--- src/rtl/alt_pkg.sv ---
`timescale 1ns/1ps
package alt_pkg;

    typedef enum logic [1:0] {
        PH_IDLE      = 2'd0,
        PH_ARMED     = 2'd1,
        PH_SERVICING = 2'd2
    } lock_phase_e;

endpackage

--- src/rtl/alt_slot_table.sv ---
`timescale 1ns/1ps
module alt_slot_table #(
    parameter int ADDR_W    = 32,
    parameter int NUM_SLOTS = 4
) (
    input  logic                 clk,
    input  logic                 rst_n,
    input  logic [NUM_SLOTS-1:0] wr_sel,
    input  logic [ADDR_W-1:0]    wr_addr,
    input  logic                 wipe,
    input  logic [ADDR_W-1:0]    fwd_addr,
    input  logic [ADDR_W-1:0]    core_addr,
    input  logic [ADDR_W-1:0]    set_addr,
    output logic [NUM_SLOTS-1:0] occ,
    output logic [NUM_SLOTS-1:0] fwd_hit,
    output logic                 core_hit_first,
    output logic                 set_hit_first
);

    localparam logic [ADDR_W-1:0] EMPTY_TAG = '1;

    logic [ADDR_W-1:0] slot_q [NUM_SLOTS];
    logic [NUM_SLOTS-1:0] occ_q;

    generate
        for (genvar g = 0; g < NUM_SLOTS; g++) begin : g_slot
            always_ff @(posedge clk) begin
                if (!rst_n) begin
                    slot_q[g] <= EMPTY_TAG;
                    occ_q[g]  <= 1'b0;
                end else if (wipe) begin
                    slot_q[g] <= EMPTY_TAG;
                    occ_q[g]  <= 1'b0;
                end else if (wr_sel[g]) begin
                    slot_q[g] <= wr_addr;
                    occ_q[g]  <= 1'b1;
                end
            end

            // the occupancy bit gates every compare, so an empty tag never hits
            assign fwd_hit[g] = occ_q[g] && (slot_q[g] == fwd_addr);
        end
    endgenerate

    assign occ            = occ_q;
    assign core_hit_first = occ_q[0] && (slot_q[0] == core_addr);
    assign set_hit_first  = occ_q[0] && (slot_q[0] == set_addr);

endmodule

--- src/rtl/alt_lock_ctrl.sv ---
`timescale 1ns/1ps
module alt_lock_ctrl
    import alt_pkg::*;
#(
    parameter int NUM_SLOTS = 4,
    parameter int CNT_W     = $clog2(NUM_SLOTS + 1)
) (
    input  logic                 clk,
    input  logic                 rst_n,
    input  logic                 core_valid,
    input  logic                 core_atomic,
    input  logic                 core_hit_first,
    input  logic                 set_valid,
    input  logic                 set_hit_first,
    input  logic                 set_eq_core,
    input  logic                 clr_pulse,
    input  logic [NUM_SLOTS-1:0] occ,
    output logic [NUM_SLOTS-1:0] wr_sel,
    output logic                 wipe,
    output logic                 servicing,
    output logic [CNT_W-1:0]     count,
    output logic                 error
);

    lock_phase_e          phase_q, phase_d;
    logic [CNT_W-1:0]     cnt_q, cnt_d;
    logic                 err_q, err_d;
    logic [NUM_SLOTS-1:0] fill;
    logic                 clear_all;
    logic                 took_first;
    logic                 free_found;
    int unsigned          free_idx;

    // next-state logic: core request, then start pulse, then release pulse
    always_comb begin
        phase_d    = phase_q;
        cnt_d      = cnt_q;
        err_d      = err_q;
        fill       = '0;
        clear_all  = 1'b0;
        took_first = 1'b0;
        free_found = 1'b0;
        free_idx   = 0;

        for (int k = NUM_SLOTS - 1; k >= 1; k--) begin
            if (!occ[k]) begin
                free_found = 1'b1;
                free_idx   = k;
            end
        end

        // stage 1: core request
        if (core_valid) begin
            if (core_atomic) begin
                unique case (phase_q)
                    PH_IDLE: begin
                        if (cnt_q != '0) begin
                            err_d = 1'b1;
                        end else begin
                            fill[0]    = 1'b1;
                            cnt_d      = cnt_q + CNT_W'(1);
                            phase_d    = PH_ARMED;
                            took_first = 1'b1;
                        end
                    end
                    PH_ARMED: begin
                        if (!core_hit_first) begin
                            err_d = 1'b1;
                        end
                    end
                    PH_SERVICING: begin
                        if (!core_hit_first) begin
                            if (!free_found) begin
                                err_d = 1'b1;
                            end else if (cnt_q != CNT_W'(free_idx)) begin
                                err_d = 1'b1;
                            end else begin
                                fill  = NUM_SLOTS'(1) << free_idx;
                                cnt_d = cnt_q + CNT_W'(1);
                            end
                        end
                    end
                    default: err_d = 1'b1;
                endcase
            end else if (phase_q != PH_IDLE) begin
                clear_all = 1'b1;
                cnt_d     = '0;
                phase_d   = PH_IDLE;
            end
        end

        // stage 2: start pulse
        if (set_valid && (phase_d != PH_SERVICING)) begin
            if (took_first ? set_eq_core
                           : ((phase_d == PH_ARMED) && set_hit_first)) begin
                phase_d = PH_SERVICING;
            end else begin
                err_d = 1'b1;
            end
        end

        // stage 3: release pulse
        if (clr_pulse) begin
            if ((phase_d != PH_SERVICING) || (cnt_d == '0)) begin
                err_d = 1'b1;
            end else begin
                cnt_d = cnt_d - CNT_W'(1);
                if (cnt_d == '0) begin
                    clear_all = 1'b1;
                    fill      = '0;
                    phase_d   = PH_IDLE;
                end
            end
        end
    end

    // state register
    always_ff @(posedge clk) begin
        if (!rst_n) begin
            phase_q <= PH_IDLE;
            cnt_q   <= '0;
            err_q   <= 1'b0;
        end else begin
            phase_q <= phase_d;
            cnt_q   <= cnt_d;
            err_q   <= err_d;
        end
    end

    // outputs
    always_comb begin
        wr_sel    = fill;
        wipe      = clear_all;
        servicing = (phase_q == PH_SERVICING);
        count     = cnt_q;
        error     = err_q;
    end

endmodule

--- src/rtl/alt_fwd_match.sv ---
`timescale 1ns/1ps
module alt_fwd_match #(
    parameter int NUM_SLOTS = 4
) (
    input  logic                 fwd_valid,
    input  logic                 servicing,
    input  logic [NUM_SLOTS-1:0] fwd_hit,
    output logic                 postpone
);

    always_comb begin
        postpone = fwd_valid && servicing && (|fwd_hit);
    end

endmodule

--- src/rtl/atomic_lock_tracker.sv ---
`timescale 1ns/1ps
module atomic_lock_tracker #(
    parameter int ADDR_W    = 32,
    parameter int NUM_SLOTS = 4
) (
    input  logic                               clk,
    input  logic                               rst_n,
    input  logic                               core_req_valid,
    input  logic                               core_req_atomic,
    input  logic [ADDR_W-1:0]                  core_req_addr,
    input  logic                               set_valid,
    input  logic [ADDR_W-1:0]                  set_addr,
    input  logic                               clr_pulse,
    input  logic                               fwd_valid,
    input  logic [ADDR_W-1:0]                  fwd_addr,
    output logic                               postpone,
    output logic                               servicing,
    output logic [$clog2(NUM_SLOTS+1)-1:0]     lock_count,
    output logic                               error
);

    localparam int CNT_W = $clog2(NUM_SLOTS + 1);

    logic [NUM_SLOTS-1:0] wr_sel;
    logic                 wipe;
    logic [NUM_SLOTS-1:0] occ;
    logic [NUM_SLOTS-1:0] fwd_hit;
    logic                 core_hit_first;
    logic                 set_hit_first;
    logic                 set_eq_core;
    logic                 serv_int;

    assign set_eq_core = (set_addr == core_req_addr);

    alt_slot_table #(
        .ADDR_W    (ADDR_W),
        .NUM_SLOTS (NUM_SLOTS)
    ) u_table (
        .clk            (clk),
        .rst_n          (rst_n),
        .wr_sel         (wr_sel),
        .wr_addr        (core_req_addr),
        .wipe           (wipe),
        .fwd_addr       (fwd_addr),
        .core_addr      (core_req_addr),
        .set_addr       (set_addr),
        .occ            (occ),
        .fwd_hit        (fwd_hit),
        .core_hit_first (core_hit_first),
        .set_hit_first  (set_hit_first)
    );

    alt_lock_ctrl #(
        .NUM_SLOTS (NUM_SLOTS),
        .CNT_W     (CNT_W)
    ) u_ctrl (
        .clk            (clk),
        .rst_n          (rst_n),
        .core_valid     (core_req_valid),
        .core_atomic    (core_req_atomic),
        .core_hit_first (core_hit_first),
        .set_valid      (set_valid),
        .set_hit_first  (set_hit_first),
        .set_eq_core    (set_eq_core),
        .clr_pulse      (clr_pulse),
        .occ            (occ),
        .wr_sel         (wr_sel),
        .wipe           (wipe),
        .servicing      (serv_int),
        .count          (lock_count),
        .error          (error)
    );

    alt_fwd_match #(
        .NUM_SLOTS (NUM_SLOTS)
    ) u_fwd (
        .fwd_valid (fwd_valid),
        .servicing (serv_int),
        .fwd_hit   (fwd_hit),
        .postpone  (postpone)
    );

    assign servicing = serv_int;

endmodule

--- config.mk ---
export PLATFORM = sky130hd
export DESIGN_NAME = atomic_lock_tracker
export DESIGN_NICKNAME = d
export VERILOG_FILES = /design/src/rtl/alt_pkg.sv /design/src/rtl/alt_slot_table.sv /design/src/rtl/alt_lock_ctrl.sv /design/src/rtl/alt_fwd_match.sv /design/src/rtl/atomic_lock_tracker.sv
export SDC_FILE = /design/constraint.sdc
export NUM_CORES = 1
export LEC_CHECK = 0
export CORE_MARGIN = 10
export CORE_UTILIZATION = 29
export CTS_CLUSTER_SIZE = 24
export DETAILED_ROUTE_END_ITERATION = 10
export PLACE_DENSITY_LB_ADDON = 0.12
export SKIP_CTS_REPAIR_TIMING = 1
export SLEW_MARGIN = 5
export SYNTH_ARGS = -nofsm -noshare
export SYNTH_HDL_FRONTEND = slang
export SYNTH_SLANG_ARGS = --single-unit
--- constraint.sdc ---
create_clock -name clk -period 6.34 [get_ports clk]
set_clock_uncertainty 0.1 [all_clocks]
set_input_delay 1.268 -clock clk [delete_from_list [all_inputs] [get_ports clk]]
set_output_delay 1.268 -clock clk [all_outputs]
set_load 0.02 [all_outputs]
== Word level (Yosys, flattened, before mapping) ==
Memory sizes are Yosys's and may differ from the RTL's.
Index checks and enable logic that the tools add are counted.
Cells by class
  equality and inequality tests: 13
  add/sub/neg operators: 2
  mux-type cells: 87
  bitwise gates (word level): 9
  shift operators: 1
  reductions and logical operators: 18
Operator list (number)
  $mux W32: 8
  $eq A32 B32 Y1: 7
  $mux W1: 45
  $mux W4: 8
  $mux W3: 10
  $mux W2: 13
  $logic_and A1 B1 Y1: 10
  $or A1 B1 Y1: 8
  $logic_not A3 Y1: 2
  $pmux W3 S2: 1
  $eq A2 B1 Y1 const B: 2
  $ne A2 B2 Y1 const B: 2
  $reduce_or A4 Y1: 1
  $shl A1 B2 Y4 const A: 1
  $add A3 B1 Y3 const B: 1
  $ne A3 B2 Y1: 1
  $pmux W1 S3: 1
  $reduce_bool A3 Y1: 1
  $sub A3 B1 Y3 const B: 1
  $eq A2 B2 Y1 const B: 1
  $logic_not A2 Y1: 1
  $pmux W1 S2: 1
  $reduce_bool A2 Y1: 1
  $reduce_or A2 Y1: 1
  other kinds (2): 2
Storage, ports and cells
  input port bits: 103
  logic and storage cells: 138
  memories: 1
  output and inout bits: 6
  memory bits (writable): 128
  flip-flop bits (word level): 10
Memory list
  u_table.slot_q: words 4, width 32, rd ports 4, clocked after Yosys merged registers in 0, write ports 4, RTL line alt_slot_table.sv:22  | logic [ADDR_W-1:0] slot_q [NUM_SLOTS];

== Logic depth before layout (Yosys ltp) ==
Gate-level depths: netlist of the first run.
  word-level depth: 20
  depth in mapped cells: 17
  gate-level depth less buffers: 14

== Modules after synthesis ==
From an unflattened synthesis of the first run, not the netlist that was laid out.
Unflattened totals
  cell total of the unflattened synthesis: 698
  area, all modules: 8094.0 µm²
Modules (own cells, without submodules)
  alt_slot_table: cells an instance 550, area an instance 6990.5 µm², times used 1
  alt_lock_ctrl: cells an instance 102, area an instance 737.0 µm², times used 1
  atomic_lock_tracker: cells an instance 43, area an instance 346.6 µm², times used 1
  alt_fwd_match: cells an instance 3, area an instance 20.0 µm², times used 1

== Worst setup path after synthesis of the first run ==
OpenSTA, ideal clock, no wires.
  path kind: input to register
  start point: input core_req_addr[18]
  end point: memory u_table.slot_q[2][0], enable pin
  slack: 0.932 ns
  setup time: 0.431 ns
  buffers on the path: 1
  data required time: 5.809 ns
  data arrival time: 4.878 ns
  stages on the path: 15
  path through: xor2_1 > nor4_1 > and3_1 > nand3_1 > o21ai_0 > mux2_2 > and2_1 > ha_1 > ha_1 > nand3b_1 > nor4_1 > or2_2 > o21ai_4 > buf_2 > o211ai_1
RTL lines
  from (decl): RTL line atomic_lock_tracker.sv:10  | input logic [ADDR_W-1:0] core_req_addr,
  to (decl): RTL line alt_slot_table.sv:22

== Final worst setup path of the first run ==
  start point: input fwd_addr[24]
  end point: output postpone
On the way
  word-level cells in the longest chain between the ends: 4
  elaborated cells on any way between the ends: 10
  those cells by class: 4 x eq/ne; 6 x reduce/logical
RTL lines
  from (decl): RTL line atomic_lock_tracker.sv:15  | input logic [ADDR_W-1:0] fwd_addr,
  $eq A32 B32 Y1: RTL line alt_slot_table.sv:41  | assign fwd_hit[g] = occ_q[g] && (slot_q[g] == fwd_addr);
  $logic_and A1 B1 Y1: RTL line alt_slot_table.sv:41
  $reduce_or A4 Y1 *: RTL line alt_fwd_match.sv:12  | postpone = fwd_valid && servicing && (|fwd_hit);
  $logic_and A1 B1 Y1 *: RTL line alt_fwd_match.sv:12
  to (decl): RTL line atomic_lock_tracker.sv:16  | output logic postpone,
Mark *: on every way between the ends. The rest lies on a longest branch, timed or not.

==> flow_metrics.tcl, run 1 <==
set metrics [dict create \
    yosysTopAreaCell "edfxtp_1" \
    gp_congestion 0.894 \
    slowest_delay_ns 0.64 \
    avgRoutedWirePerCell_um 26.6 \
    slew_headroom_pct 37.0 \
    status "finished, final reports clean" \
    htreeDepth 4 \
    io_pins 109 \
    synth_nets 925 \
    path_class "in2out" \
    hold_viol_final 0 \
    synth_xor_area_share_pct 22.2 \
    clk_pin_slew_ns 0.06 \
    tightest_slew_ns 0.945 \
    core-area_mm2 0.0298 \
    muxShareOfSynthArea_pct 0.241 \
    place_ws_ns 0.573 \
    grt_max_degree 85 \
    netlist_area_mm2 0.00881 \
    r2r_slack_ns 1.73 \
    hold_path_depth 2 \
    numCtsBuffers 17 \
    cp_cell_sequence "clkdlybuf4s50_1 > xor2_1 > nor4_1 > nand4_1 > a2111oi_0 > nand4_1 > o41ai_1 > buf_4 > o311a_1 > clkdlybuf4s50_1" \
    synth-seq-area-share_pct 45.9 \
    synth_edf_count 128 \
    drc_errors 0 \
    setup_viol 0 \
    cp-start-kind "primary input" \
    ys_ff_latch 138 \
    yosysMostFrequentCell "xnor2_1" \
    synth_commonest_cells "xnor2_1, edfxtp_1, xor2_1" \
    rsz0062_at_grt "no" \
    area_growth_pct 27.0 \
    final_core_utilization_pct 37.5 \
    root_buffer "clkbuf_16" \
    synth_top_cell_area_share_pct 43.6 \
    cts_tree "yes" \
    r2r-end "u_table.slot_q[1][9]" \
    grt_pass1_wl_um 52000 \
    nets 1055 \
    fin_ws_ns 0.810 \
    postSynthAreaPerCell_um2 10.8 \
    cts.sinks 138 \
    clkLatencyLatePin_ns 0.43 \
    vias_per_cell 5.44 \
    endpoint_kind "output port" \
    yosys.area_share.simple_pct 24.1 \
    vias 7353 \
    synth_top_flop_cell "edfxtp_1" \
    crit_fanout 4 \
    setup_tns_ns 0 \
    ys_top_cells_by_area "edfxtp_1, xnor2_1, xor2_1, nand4b_1, nand3_1" \
    track_usage_pct 18.4 \
    die_x_um 194 \
    ff2ff_path_depth 16 \
    hold_slack_ns 0.459 \
    max_freq_mhz 181 \
    dp_hpwl_um 26600 \
    die_h_um 194 \
    grt_remaining_overflow 0 \
    period_share_pct 87.2 \
    wl_um 35900 \
    synth_top_family_by_area "simple AND/OR/NAND/NOR gates" \
    r2r-start "u_table.slot_q[0][14]" \
    grt_pass1_vias 7479 \
    fin_crit_ns 5.53 \
    die_area_mm2 0.0378 \
    start_util_pct 29.6 \
    hold_start "u_ctrl.error" \
    drive_gt1_share_pct 11.9 \
    cp.arrival_ns 4.16 \
    vdd_ir_drop_max_uv 148 \
    power_density_mw_per_mm2 217 \
    hold_class "reg2reg" \
    crit_start "fwd_addr[24]" \
    drt_pre_antenna_iters 7 \
    maxCapViolations 0 \
    ys_types 53 \
    syn_inst 817 \
    first_iter_violations 676 \
    synth_fa_ha_area_share_pct 0.710 \
    cts_buffer_depth 2 \
    async_flop_share_pct 0 \
    leakagePower_nw 3.13 \
    ys_warn_count 0 \
    cp_slowest_cell "clkdlybuf4s50_1" \
    slew_viol_final 0 \
    antenna_left 0 \
    cp.required_ns 4.97 \
    synth_compound_area_share_pct 3.18 \
    port_buffers 108 \
    placementRows 63 \
    holdPathEnd "u_ctrl.error" \
    antenna_found_initial 2 \
]
-- kinds of logic after synthesis --
logic type,count (synthesis)
buf+inv,65
xor+xnor,223
flops,138
simple gates,345
compound gates,39
mux,2
fa+ha+maj,5
-- per-stage QoR --
stage / cell area, um2 / std cells / power [W]
finish: 11200 / 1351 / 0.00243
CTS: 11200 / 1350 / 0.00244
global route: 11200 / 1350 / 0.00250
global placement: 10600 / 1318 / 0.00141
detailed placement: 10600 / 1318 / 0.00141
floorplan: 8810 / 817 / 0.00119
-- worst max path at each step --
stage / slack, ns / cells past startpoint / end
after floorplan: 0.93 / 15 / u_table.slot_q[2][0]
after global placement: 0.50 / 17 / u_table.slot_q[1][26]
final: 0.81 / 10 / postpone
after CTS: 0.79 / 10 / postpone
after detailed placement: 0.57 / 17 / u_table.slot_q[1][12]
after global routing: 0.49 / 10 / postpone
-- layout make-up --
cell class	count	area [um2]
antenna	1	2.50
clock buffer	17	425
clock inverter	15	174
fill	2994	18600
inverter	8	30.0
multi-input combinational	614	4460
sequential	138	4040
tap	390	488
timing repair buffer	168	1570
-- state kept, by name, summed over array words and instances (netlist names) --
name            count
u_ctrl.error        1
u_table.occ         4
u_table.slot_q    128
u_ctrl.count        3
u_ctrl.phase_q      2
-- power breakdown --
group	internal (W)	switching, W
clock network	0.000619	0.000424
logic	0.000161	0.000209
registers	0.00100	0.0000156
total	0.00178	0.000649
-- layout by cell type (no fill, tap or decap), types with 38 or more instances in the layout --
cell type / netlist / routed
xnor2_1: 138 / 138
edfxtp_1: 128 / 128
clkdlybuf4s50_1: 0 / 107
xor2_1: 85 / 85
nand3_1: 78 / 78
nor4_1: 62 / 62
buf_4: 0 / 58
nor3_1: 53 / 53
nand4b_1: 51 / 51
nand4_1: 38 / 38
-- layer usage --
layer | up-vias | GRT usage (%) | share of wire [%]
li1 | 3343 | - | -
met1 | 3642 | 24.8 | 45
met2 | 338 | 28.8 | 46
met3 | 30 | 4.27 | 7.6
met4 | 0 | 4.88 | 1.5
met5 | - | 0 | 0
-- worst max-delay path, delay by kind of cell --
family | cells | cell delay (ns)
xor+xnor | 1 | 0.24
buf+inv | 3 | 1.42
simple gates | 3 | 0.67
compound gates | 3 | 0.55
Note: power is estimated with default switching activity, not from simulation.
==> run 2, diff against run 1 <==
--- a/config.mk
+++ b/config.mk
@@ -5,11 +5,13 @@
 export SDC_FILE = /design/constraint.sdc
 export NUM_CORES = 1
 export LEC_CHECK = 0
+export ABC_AREA = 1
 export CORE_MARGIN = 10
 export CORE_UTILIZATION = 29
 export CTS_CLUSTER_SIZE = 24
 export DETAILED_ROUTE_END_ITERATION = 10
 export PLACE_DENSITY_LB_ADDON = 0.12
+export SETUP_SLACK_MARGIN = 0.05
 export SKIP_CTS_REPAIR_TIMING = 1
 export SLEW_MARGIN = 5
 export SYNTH_ARGS = -nofsm -noshare
==> flow_metrics.tcl, run 2 <==
set metrics [dict create \
    status "finished, final reports clean" \
    busiest_layer "met2" \
    grt_pass1_vias 9045 \
    vdd_ir_drop_max_uv 128 \
    clk_pin_slew_ns 0.06 \
    ys_ff_latch 138 \
    synth_nets 1326 \
    cp_cell_sequence "clkdlybuf4s50_1 > inv_1 > nand2_1 > o21ai_0 > nor4_1 > nor3b_1 > nand4_1 > nand2_1 > nor2_1 > nor2_1 > clkdlybuf4s50_1" \
    cts_tree "yes" \
    antenna_cells 0 \
    mostFrequentLayoutCells "nand2_1, inv_1, nand4_1" \
    setup_viol 0 \
    antenna_left 0 \
    final-instance-count-excl-fill 1769 \
    grt_max_degree 130 \
    slowest_delay_ns 0.62 \
    track_usage_pct 19.7 \
    die_area_mm2 0.0402 \
    cts_buffer_depth 2 \
    path_class "in2out" \
    io_pins 109 \
    syn_inst 1218 \
    crit_fanout 6 \
    slew_headroom_pct 35.3 \
    first_iter_violations 939 \
    ys_types 39 \
    ys_top_cells_by_area "edfxtp_1, nand2_1, nand4_1, inv_1, xnor2_1" \
    largest-register "u_table.slot_q" \
    die_h_um 200 \
    rsz0062_at_grt "no" \
    yosysMostFrequentCell "nand2_1" \
    max_freq_mhz 174 \
    layout_commonest_cell "nand2_1" \
    ys_warn_count 0 \
    cp.arrival_ns 4.38 \
    cp.required_ns 4.97 \
    hold_class "reg2reg" \
    leakagePower_nw 4.50 \
    final_core_utilization_pct 36.0 \
    period_share_pct 90.6 \
    postSynthAreaPerCell_um2 7.76 \
    die_x_um 200 \
    yosysTopAreaCell "edfxtp_1" \
    synth_top_cell_area_share_pct 40.7 \
    synth-seq-area-share_pct 42.8 \
    cp_slowest_cell "clkdlybuf4s50_1" \
    port_buffers 108 \
    clkLatencyLatePin_ns 0.44 \
    vias_per_cell 5.21 \
    dpl.cell_count 1737 \
    vias 9224 \
    cts.sinks 138 \
    avgRoutedWirePerCell_um 22.9 \
    path_buf_inv 3 \
    drc_errors 0 \
    drt_pre_antenna_iters 5 \
    power_density_mw_per_mm2 225 \
    core-area_mm2 0.0324 \
    critPathTopFamily "simple AND/OR/NAND/NOR gates" \
    tightest_slew_ns 0.971 \
    nets 1422 \
    async_flop_share_pct 0 \
    setup_tns_ns 0 \
    netlist_area_mm2 0.00945 \
    grt_pass1_wl_um 59200 \
    antenna_found_initial 0 \
    hold_viol_final 0 \
    slew_viol_final 0 \
    synth_top_flop_cell "edfxtp_1" \
    maxCapViolations 0 \
    start_util_pct 29.2 \
    numCtsBuffers 17 \
    synth_edf_count 128 \
    placementRows 66 \
    place_ws_ns 0.743 \
    largest_reg_flops 128 \
    area_growth_pct 23.4 \
    endpoint_kind "output port" \
    grt_remaining_overflow 0 \
    fin_ws_ns 0.593 \
    fin_crit_ns 5.75 \
    met2_usage_pct 32.1 \
    htreeDepth 4 \
    drive_gt1_share_pct 5.65 \
    gr-usage-met1_pct 26.4 \
    root_buffer "clkbuf_16" \
    dp_hpwl_um 31000 \
    wl_um 40400 \
    gp_congestion 0.944 \
    cp-start-kind "primary input" \
    gr-usage-met3_pct 3.10 \
    synth_commonest_cells "nand2_1, inv_1, nand4_1" \
]
==> run 2: changes by cell type after synthesis, moves of 48 or more <==
cell and delta:
nor2_1 +78, xor2_1 -76, xnor2_1 -79, nand2_1 +335
nor3_1 -48, inv_1 +158, nand4_1 +118, nand4b_1 -51
==> run 2: logic make-up after synthesis <==
family	after synthesis	synth area share, %
flops	138	42.8
simple gates	679	33.3
compound gates	110	7.18
xor+xnor	68	6.30
fa+ha+maj	5	0.662
buf+inv	218	9.79
==> run 2: area by class of cell <==
cell class,count,area [um2]
Inverter,174,653
Sequential cell,138,4040
Clock buffer,19,433
Tap cell,442,553
Clock inverter,13,248
Multi-Input combinational cell,862,4490
Timing Repair Buffer,121,1230
Fill cell,3511,20700
==> run 2: path summary, 6_finish.rpt <==
kind	from	to	slack (ns)	cells past startpoint
max	fwd_addr[13]	postpone	0.59	11
min	u_table.occ[2]	u_table.occ[2]	0.51	2
max reg2reg	u_table.slot_q[0][4]	u_table.slot_q[2][10]	2.21	23
min reg2reg	u_table.occ[2]	u_table.occ[2]	0.51	2
==> run 2: tightest hold or removal path, stage by stage, from the launching register on <==
cell and delay [ns]:
dfxtp_1 0.34, inv_1 0.15, a21oi_1 0.08
==> run 2: power breakdown <==
part / leakage, nW / total (W) / switching [W] / internal, W
logic: 3.21 / 0.000418 / 0.000269 / 0.000149
registers: 0.971 / 0.00102 / 0.0000127 / 0.00100
clock network: 0.325 / 0.00119 / 0.000414 / 0.000775
==> run 2: metal layers <==
metal	up-vias	wire, um
li1	4363	-
met1	4436	18100
met2	380	19100
met3	45	2340
met4	0	883
met5	-	0
==> run 2: stage by stage <==
stage	cell area (um2)	hold slack [ns]	power, W
2_1_floorplan	9450	0.370	0.00124
5_1_grt	11700	0.534	0.00271
4_1_cts	11700	0.512	0.00263
3_3_place_gp	11000	0.493	0.00145
6_report	11700	0.510	0.00262
3_5_place_dp	11000	0.503	0.00145
==> run 3, diff against run 2 <==
--- a/config.mk
+++ b/config.mk
@@ -6,8 +6,7 @@
 export NUM_CORES = 1
 export LEC_CHECK = 0
 export ABC_AREA = 1
-export CORE_MARGIN = 10
-export CORE_UTILIZATION = 29
+export CORE_UTILIZATION = 40
 export CTS_CLUSTER_SIZE = 24
 export DETAILED_ROUTE_END_ITERATION = 10
 export PLACE_DENSITY_LB_ADDON = 0.12
==> flow_metrics.tcl, run 3 (synthesis gave the netlist of run 2 again) <==
set metrics [dict create \
    endpoint_kind "output port" \
    hold_start "u_table.occ[2]" \
    track_usage_pct 29.5 \
    hold_class "reg2reg" \
    drt_pre_antenna_iters 6 \
    port_buffers 108 \
    numCtsBuffers 17 \
    r2r-start "u_table.slot_q[0][6]" \
    antenna_left 0 \
    grt_pass1_vias 8745 \
    vias_per_cell 5.74 \
    cp.arrival_ns 4.07 \
    core-area_mm2 0.0229 \
    layout_commonest_cell "nand2_1" \
    slew_viol_final 0 \
    final-instance-count-excl-fill 1633 \
    vias 9381 \
    cp.required_ns 4.97 \
    dpl.cell_count 1603 \
    cts_buffer_depth 2 \
    mostFrequentLayoutCells "nand2_1, inv_1, nand4_1" \
    antenna_found_initial 0 \
    largest_reg_flops 128 \
    largest-register "u_table.slot_q" \
    root_buffer "clkbuf_16" \
    power_density_mw_per_mm2 214 \
    setup_viol 0 \
    tightest_slew_ns 1.33 \
    placementRows 55 \
    grt_max_degree 130 \
    status "finished, final reports clean" \
    die_x_um 156 \
    first_iter_violations 1151 \
    period_share_pct 85.7 \
    fin_crit_ns 5.43 \
    die_area_mm2 0.0242 \
    maxCapViolations 0 \
    grt_pass1_wl_um 52400 \
    dp_hpwl_um 26600 \
    rsz0062_at_grt "no" \
    io_pins 109 \
    die_h_um 156 \
    place_ws_ns 0.787 \
    placed_cell_area_mm2 0.0107 \
    final_core_utilization_pct 49.3 \
    slew_headroom_pct 11.1 \
    hold_viol_final 0 \
    setup_tns_ns 0 \
    avgRoutedWirePerCell_um 21.5 \
    clk_pin_slew_ns 0.05 \
    area_growth_pct 19.6 \
    drive_gt1_share_pct 4.92 \
    final_cell_area_mm2 0.0113 \
    antenna_cells 0 \
    ff2ff_path_depth 20 \
    drc_errors 0 \
    cts_tree "yes" \
    hold_path_depth 2 \
    clkLatencyLatePin_ns 0.43 \
    htreeDepth 4 \
    gp_congestion 1.08 \
    holdPathEnd "u_table.occ[2]" \
    path_class "in2out" \
    cp-start-kind "primary input" \
    nets 1417 \
    vdd_ir_drop_max_uv 150 \
    start_util_pct 41.2 \
    wl_um 35200 \
    leakagePower_nw 4.40 \
    cts.sinks 138 \
    r2r_slack_ns 2.03 \
    r2r-end "u_table.slot_q[2][2]" \
    grt_remaining_overflow 0 \
    fin_ws_ns 0.906 \
    max_freq_mhz 184 \
    crit_fanout 6 \
]
## run 3: changes by cell type in the layout (fill, tap and decap cells not counted)
cell	change
clkinv_1	+1
clkinvlp_4	+1
bufinv_16	-4
buf_12	-3
clkbuf_1	+2
clkinv_4	-1
buf_4	-2
clkinv_2	-1
## run 3: worst max path at each step
stage	startpoint	end	slack (ns)	cells after the start
after floorplan	core_req_addr[1]	u_table.slot_q[1][0]	1.95	24
after global placement	core_req_addr[1]	u_table.slot_q[2][7]	0.85	24
after detailed placement	core_req_addr[1]	u_table.slot_q[2][7]	0.79	24
after CTS	fwd_addr[13]	postpone	0.94	11
after global routing	fwd_addr[24]	postpone	0.81	11
final	fwd_addr[13]	postpone	0.91	11
## run 3: cell type report
| class | instances | area, um2 |
|---|---|---|
| Fill cell | 2296 | 11600 |
| Multi-Input combinational cell | 862 | 4490 |
| Clock inverter | 9 | 125 |
| Sequential cell | 138 | 4040 |
| Tap cell | 313 | 392 |
| Timing Repair Buffer | 116 | 1150 |
| Inverter | 174 | 653 |
| Clock buffer | 21 | 440 |
## run 3: worst max-delay path, stage by stage
cell	delay (ns)
clkdlybuf4s50_1	0.60
inv_1	0.17
nand2_1	0.13
o21ai_0	0.13
nor4_1	0.35
nor3b_1	0.30
nand4_1	0.20
nand2_1	0.11
nor2_1	0.10
nor2_1	0.11
clkdlybuf4s50_1	0.61
## run 3: metrics by stage
stage / total power (W) / hold WS, ns
floorplan: 0.00124 / 0.370
global placement: 0.00143 / 0.432
detailed placement: 0.00143 / 0.440
CTS: 0.00241 / 0.448
global route: 0.00249 / 0.498
finish: 0.00242 / 0.463
## run 3: metal layers
metal / share of wire (%) / track usage [%] / up-vias
met5: 0 / 0 / -
met4: 2.8 / 10.3 / 0
met3: 8.9 / 4.75 / 58
met2: 47 / 48.2 / 507
met1: 41 / 39.6 / 4451
li1: - / - / 4365
## run 3: report_power, final
group	switching [W]	leakage, nW	internal (W)
logic	0.000259	3.17	0.000143
registers	0.0000120	0.971	0.00101
clock network	0.000392	0.264	0.000611
total	0.000663	4.40	0.00176
